File: config.mk
export PLATFORM = sky130hd
export DESIGN_NAME = pgw_top
export DESIGN_NICKNAME = d
export VERILOG_FILES = /design/src/rtl/pgw_pkg.sv /design/src/rtl/pgw_l1_decode.sv /design/src/rtl/pgw_l2_decode.sv /design/src/rtl/pgw_addr_gen.sv /design/src/rtl/pgw_top.sv
export SDC_FILE = /design/constraint.sdc
export NUM_CORES = 1
export LEC_CHECK = 0
export ABC_AREA = 1
export CORE_MARGIN = 2
export CORE_UTILIZATION = 53
export DETAILED_ROUTE_END_ITERATION = 16
export GPL_TIMING_DRIVEN = 0
export PLACE_DENSITY_LB_ADDON = 0.08
export SETUP_SLACK_MARGIN = 0.02
export SLEW_MARGIN = 20
export SYNTH_ARGS = -nofsm -noshare
export SYNTH_HDL_FRONTEND = slang
export SYNTH_SLANG_ARGS = --single-unit
File: constraint.sdc
create_clock -name clk -period 3.8 [get_ports clk]
set_input_delay 0.95 -clock clk [delete_from_list [all_inputs] [get_ports clk]]
set_output_delay 0.95 -clock clk [all_outputs]
set_load 0.05 [all_outputs]
File: src/rtl/pgw_pkg.sv
package pgw_pkg;
  localparam int DESC_W  = 32;
  localparam int ADDR_W  = 32;
  localparam int FRAME_W = 20;
  localparam int OFFB_W  = 5;
  localparam int DOM_W   = 4;
  localparam int L1_IDX_W = 12;
  localparam int L2_IDX_W = 8;

  localparam logic [OFFB_W-1:0] OFF_SECTION = OFFB_W'(20);
  localparam logic [OFFB_W-1:0] OFF_LARGE   = OFFB_W'(16);
  localparam logic [OFFB_W-1:0] OFF_SMALL   = OFFB_W'(12);

  typedef enum logic [2:0] {
    ST_IDLE, ST_L1_REQ, ST_L1_WAIT, ST_L2_REQ, ST_L2_WAIT, ST_DONE
  } walk_state_t;

  typedef struct packed {
    logic [FRAME_W-1:0] frame;
    logic [OFFB_W-1:0]  offbits;
    logic [DOM_W-1:0]   domain;
    logic               glob;
    logic               sec;
    logic               fault;
    logic               fault_l2;
  } walk_result_t;

  // First-level descriptor address: table base plus four bytes per 1 MB index
  function automatic logic [ADDR_W-1:0] l1_desc_addr(
      input logic [ADDR_W-1:0] base, input logic [L1_IDX_W-1:0] idx);
    return base + {{(ADDR_W-L1_IDX_W-2){1'b0}}, idx, 2'b00};
  endfunction

  // Second-level descriptor address: pointer bits above 1 KB joined with page index
  function automatic logic [ADDR_W-1:0] l2_desc_addr(
      input logic [DESC_W-11:0] ptr, input logic [L2_IDX_W-1:0] idx);
    return {ptr, idx, 2'b00};
  endfunction
endpackage

File: src/rtl/pgw_l1_decode.sv
module pgw_l1_decode
  import pgw_pkg::*;
#(
  parameter bit HAS_SECURITY = 1'b1
) (
  input  logic [DESC_W-1:0] desc,
  output logic              is_table,
  output logic              is_fault,
  output walk_result_t      sect_res,
  output logic [DOM_W-1:0]  par_domain,
  output logic              par_secure
);
  logic is_section;
  logic unused_l1_bits;

  assign is_table   = (desc[1:0] == 2'd1);
  assign is_section = (desc[1:0] == 2'd2);
  assign is_fault   = !is_table && !is_section;

  assign par_domain = desc[8:5];
  assign par_secure = HAS_SECURITY && !desc[3];

  always_comb begin
    sect_res = '0;
    if (is_section) begin
      sect_res.frame   = {{(FRAME_W-12){1'b0}}, desc[31:20]};
      sect_res.offbits = OFF_SECTION;
      sect_res.domain  = desc[8:5];
      sect_res.glob    = !desc[17];
      sect_res.sec     = HAS_SECURITY && !desc[19];
    end else if (is_fault) begin
      sect_res.fault   = 1'b1;
    end
  end

  assign unused_l1_bits = ^{desc[18], desc[16:9], desc[4], desc[2]};
endmodule

File: src/rtl/pgw_l2_decode.sv
module pgw_l2_decode
  import pgw_pkg::*;
(
  input  logic [DESC_W-1:0] desc,
  input  logic [DOM_W-1:0]  par_domain,
  input  logic              par_secure,
  output walk_result_t      page_res
);
  logic unused_l2_bits;

  always_comb begin
    page_res = '0;
    if (desc[1:0] == 2'd0) begin
      page_res.fault    = 1'b1;
      page_res.fault_l2 = 1'b1;
    end else begin
      if (desc[1]) begin
        page_res.frame   = desc[31:12];
        page_res.offbits = OFF_SMALL;
      end else begin
        page_res.frame   = {{(FRAME_W-16){1'b0}}, desc[31:16]};
        page_res.offbits = OFF_LARGE;
      end
      page_res.domain = par_domain;
      page_res.glob   = !desc[11];
      page_res.sec    = par_secure;
    end
  end

  assign unused_l2_bits = ^desc[10:2];
endmodule

File: src/rtl/pgw_addr_gen.sv
module pgw_addr_gen
  import pgw_pkg::*;
(
  input  logic                phase_l2,
  input  logic [ADDR_W-1:0]   base,
  input  logic [ADDR_W-13:0]  va_hi,
  input  logic [DESC_W-1:0]   l1_desc,
  output logic [ADDR_W-1:0]   addr
);
  logic unused_ptr_bits;

  assign addr = phase_l2 ? l2_desc_addr(l1_desc[31:10], va_hi[7:0])
                         : l1_desc_addr(base, va_hi[19:8]);

  assign unused_ptr_bits = ^l1_desc[9:0];
endmodule

File: src/rtl/pgw_top.sv
module pgw_top
  import pgw_pkg::*;
#(
  parameter bit HAS_SECURITY = 1'b1
) (
  input  logic         clk,
  input  logic         rst_n,
  input  logic         req_valid,
  output logic         req_ready,
  input  logic [31:0]  req_va,
  input  logic [31:0]  tbl_base,
  output logic         mem_req_valid,
  input  logic         mem_req_ready,
  output logic [31:0]  mem_addr,
  input  logic         mem_rsp_valid,
  input  logic [31:0]  mem_rsp_data,
  output logic         rsp_valid,
  input  logic         rsp_ready,
  output logic [19:0]  rsp_frame,
  output logic [4:0]   rsp_offbits,
  output logic [3:0]   rsp_domain,
  output logic         rsp_global,
  output logic         rsp_secure,
  output logic         rsp_fault,
  output logic         rsp_fault_lvl2
);
  walk_state_t          state_q;
  logic [ADDR_W-13:0]   va_q;
  logic [ADDR_W-1:0]    base_q;
  logic [DESC_W-1:0]    l1_q;
  walk_result_t         res_q;

  logic [DESC_W-1:0]    l1_dec_in;
  logic                 l1_is_table;
  logic                 l1_is_fault;
  walk_result_t         l1_res;
  walk_result_t         l2_res;
  logic [DOM_W-1:0]     par_domain;
  logic                 par_secure;

  // Named events for the checker
  logic ev_accept;
  logic ev_l1_table;
  logic ev_l1_fault;
  logic ev_l2_done;

  assign l1_dec_in = (state_q == ST_L1_WAIT) ? mem_rsp_data : l1_q;

  pgw_l1_decode #(.HAS_SECURITY(HAS_SECURITY)) u_l1_dec (
    .desc       (l1_dec_in),
    .is_table   (l1_is_table),
    .is_fault   (l1_is_fault),
    .sect_res   (l1_res),
    .par_domain (par_domain),
    .par_secure (par_secure)
  );

  pgw_l2_decode u_l2_dec (
    .desc       (mem_rsp_data),
    .par_domain (par_domain),
    .par_secure (par_secure),
    .page_res   (l2_res)
  );

  pgw_addr_gen u_addr (
    .phase_l2 (state_q == ST_L2_REQ),
    .base     (base_q),
    .va_hi    (va_q),
    .l1_desc  (l1_q),
    .addr     (mem_addr)
  );

  assign req_ready     = (state_q == ST_IDLE);
  assign mem_req_valid = (state_q == ST_L1_REQ) || (state_q == ST_L2_REQ);
  assign rsp_valid     = (state_q == ST_DONE);

  assign ev_accept   = req_valid && req_ready;
  assign ev_l1_table = (state_q == ST_L1_WAIT) && mem_rsp_valid && l1_is_table;
  assign ev_l1_fault = (state_q == ST_L1_WAIT) && mem_rsp_valid && l1_is_fault;
  assign ev_l2_done  = (state_q == ST_L2_WAIT) && mem_rsp_valid;

  always_ff @(posedge clk or negedge rst_n) begin
    if (!rst_n) begin
      state_q <= ST_IDLE;
      va_q    <= '0;
      base_q  <= '0;
      l1_q    <= '0;
      res_q   <= '0;
    end else begin
      unique case (state_q)
        ST_IDLE: if (ev_accept) begin
          va_q    <= req_va[31:12];
          base_q  <= tbl_base;
          state_q <= ST_L1_REQ;
        end
        ST_L1_REQ: if (mem_req_ready) state_q <= ST_L1_WAIT;
        ST_L1_WAIT: if (mem_rsp_valid) begin
          l1_q <= mem_rsp_data;
          if (l1_is_table) begin
            state_q <= ST_L2_REQ;
          end else begin
            res_q   <= l1_res;
            state_q <= ST_DONE;
          end
        end
        ST_L2_REQ: if (mem_req_ready) state_q <= ST_L2_WAIT;
        ST_L2_WAIT: if (ev_l2_done) begin
          res_q   <= l2_res;
          state_q <= ST_DONE;
        end
        ST_DONE: if (rsp_ready) state_q <= ST_IDLE;
        default: state_q <= ST_IDLE;
      endcase
    end
  end

  assign rsp_frame      = res_q.frame;
  assign rsp_offbits    = res_q.offbits;
  assign rsp_domain     = res_q.domain;
  assign rsp_global     = res_q.glob;
  assign rsp_secure     = res_q.sec;
  assign rsp_fault      = res_q.fault;
  assign rsp_fault_lvl2 = res_q.fault_l2;
endmodule

==> results.sh <==
export IMPL_first_global_vias=6019
export IMPL_clock_fmax_ghz=0.270
export IMPL_antennaDiodeCount=0
export IMPL_grt_overflow=0
export IMPL_end_kind="primary output"
export IMPL_tritoncts="yes"
export IMPL_clock_sinks=115
export IMPL_drv_cap=0
export IMPL_post_route_period_util=0.976
export IMPL_fillCellCount=984
export IMPL_clkTransAtPathRegs_ns=0.05
export IMPL_ys_types=40
export IMPL_rows=40
export IMPL_yosysSeqAreaShare=0.439
export IMPL_crit_arrival_ns=2.76
export IMPL_viasPerCell=5.33
export IMPL_synth_top_area_share=0.439
export IMPL_critPathMaxFanout=4
export IMPL_yosysMostFrequentCell="nand2_1"
export IMPL_vias=6279
export IMPL_die_h_um=115
export IMPL_syn_inst=824
export IMPL_io_buffer_count=152
export IMPL_ys_warn_count=0
export IMPL_grt_max_degree=80
export IMPL_synth_enable_flop_cells=0
export IMPL_route_detailed_drc=0
export IMPL_setup_viol=0
export IMPL_grt_setup_unrepaired="yes"
export IMPL_clock_path_buffers=2
export IMPL_wire_per_inst_um=16.2
export IMPL_die_w_um=115
export IMPL_ant_nets=0
export IMPL_multiInputGateArea_um2=3210
export IMPL_worstPathRequired_ns=2.85
export IMPL_layout_drive_gt1_share=0.146
export IMPL_status="finished clean"
export IMPL_worst_pin_slew_ns=0.594
export IMPL_dp_hpwl_um=14300
export IMPL_grt_pass1_wl_um=30000
export IMPL_first_iter_violations=566
export IMPL_yosys_register_bits=115
export IMPL_synth_largest_area_cell="dfrtp_1"
export IMPL_worst_setup_path_type="reg -> out"
export IMPL_startpoint_type="flip-flop"
export IMPL_fin_crit_ns=3.71
export IMPL_hold_viol_final=0
export IMPL_clock_latency_ns=0.42
export IMPL_ff_latch_area_um2=2880
export IMPL_cts_root_buf="clkbuf_16"
export IMPL_coreArea_um2=12100
export IMPL_synth_common_cells="nand2_1, dfrtp_1, inv_1"
export IMPL_dieArea_um2=13300
export IMPL_antenna_found_initial=0
export IMPL_whs_ns=0.425
export IMPL_min_delay_path_class="in -> async"
export IMPL_wirelength_um=19100
export IMPL_synth_area_leaders="dfrtp_1, nand2_1, mux2_2"
export IMPL_htree_levels=4
export IMPL_fin_worst_skew_ns=0.00384
export IMPL_grtUsageTotal=0.297
export IMPL_avgSynthCellArea_um2=7.96
export IMPL_slew_headroom=0.601
export IMPL_fin_nets=1114
export IMPL_cts_buffers=17
export IMPL_io_pins=170
export IMPL_area_growth_pct=34.2
export IMPL_gp_congestion=0.894
export IMPL_dr_pass1_iters=5
export IMPL_r2r_setup_slack_ns=0.85
export IMPL_async_reset_ff_frac=1.00
export IMPL_start_util=0.544
export IMPL_synth_flop_cell="dfrtp_1"
export IMPL_slew_violations=0
export IMPL_synth_area_um2=6560
## registers in the layout, summed over array words and instances, names as in the netlist, 3 cells and up
register and cells:
va_q 20, base_q 32, rsp_offbits 3, state_q 3, rsp_frame 20, l1_q 29, rsp_domain 4
## cell families after synthesis
group                    count (synthesis)  synth area share
AND/OR/NAND/NOR                        386             0.245
buffers and inverters                  124            0.0774
AO/OA/AOI/OAI                          120             0.105
flip-flops                             115             0.439
multiplexers                            55            0.0936
adder cells (fa/ha/maj)                 15            0.0297
XOR/XNOR                                 8            0.0107
other                                    1          0.000571
## layout make-up
| type | instances | share of cell area |
|---|---|---|
| multi-input combinational | 586 | 0.364 |
| sequential | 115 | 0.327 |
| timing repair buffer | 153 | 0.164 |
| clock buffer | 21 | 0.0511 |
| inverter | 95 | 0.0405 |
| tap | 168 | 0.0239 |
| buffer | 29 | 0.0176 |
| clock inverter | 10 | 0.0124 |
## final timing paths
check / from / cells past startpoint / endpoint
worst max-delay path: base_q[2]$_DFFE_PN0P_ / 10 / mem_addr[20]
worst min-delay path: rst_n / 1 / base_q[18]$_DFFE_PN0P_
worst max register to register: state_q[0]$_DFFE_PN0P_ / 13 / rsp_frame[11]$_DFFE_PN0P_
worst min register to register: rsp_offbits[3]$_DFFE_PN0P_ / 2 / rsp_offbits[3]$_DFFE_PN0P_
max in group asynchronous: rst_n / 2 / va_q[0]$_DFFE_PN0P_
min in group clk: rsp_offbits[3]$_DFFE_PN0P_ / 2 / rsp_offbits[3]$_DFFE_PN0P_
## layout by cell type (no fill, tap or decap), drive strengths merged, types with 3 or more instances in the layout
| cell | instances |
|---|---|
| nand3 | 50 |
| clkdlybuf4s50 | 119 |
| mux2 | 51 |
| nand4 | 7 |
| nor3 | 11 |
| o21ai | 47 |
| clkinv | 6 |
| or2 | 6 |
| inv | 95 |
| o211ai | 9 |
| buf | 27 |
| nand2 | 238 |
| a21oi | 32 |
| mux2i | 4 |
| dlygate4sd2 | 8 |
| xnor2 | 6 |
| a31oi | 14 |
| ha | 14 |
| dfrtp | 115 |
| nor2 | 70 |
| a22oi | 15 |
| clkdlybuf4s15 | 3 |
| clkbuf | 46 |
## per-layer routing
layer / vias up / global-route usage / routed length, µm
li1: 3048 / - / -
met1: 2928 / 0.415 / 8690
met2: 272 / 0.462 / 8610
met3: 31 / 0.0770 / 1480
met4: 0 / 0.0835 / 311
met5: - / 0 / 0
## worst max-delay path, cell delays in order (launching register included)
cell,delay [ns]
dfrtp_1,0.39
ha_1,0.26
fa_2,0.39
nand3_1,0.10
nand3_1,0.19
nand2_1,0.14
nand2_1,0.06
nand2_1,0.06
nand3_1,0.08
nand2_1,0.12
dlygate4sd2_1,0.54
## per-stage QoR
| step | instance area [µm²] | instances | TNS, ns | worst slack [ns] | util |
|---|---|---|---|---|---|
| 4_1_cts | 8830 | 1177 | 0 | 0.0341 | 0.732 |
| 5_1_grt | 8810 | 1177 | 0 | 0.0292 | 0.730 |
| 2_1_floorplan | 6570 | 825 | 0 | 0.147 | - |
| 6_report | 8810 | 1177 | 0 | 0.0929 | 0.730 |
| 3_3_place_gp | 8300 | 1145 | -308.86 | -2.69 | 0.688 |
| 3_5_place_dp | 8330 | 1146 | -0.960 | -0.238 | 0.690 |
## timing repair
action / 4_1_cts / 5_1_grt
gates resized for setup: 74 / 42
hold buffers: 0 / 0
buffers inserted: 0 / 0
setup endpoints to repair: 32 / 29
Power is left out: the tool's default activity adds up to more than one toggle a clock period on the data nets, which glitch-free logic cannot reach.
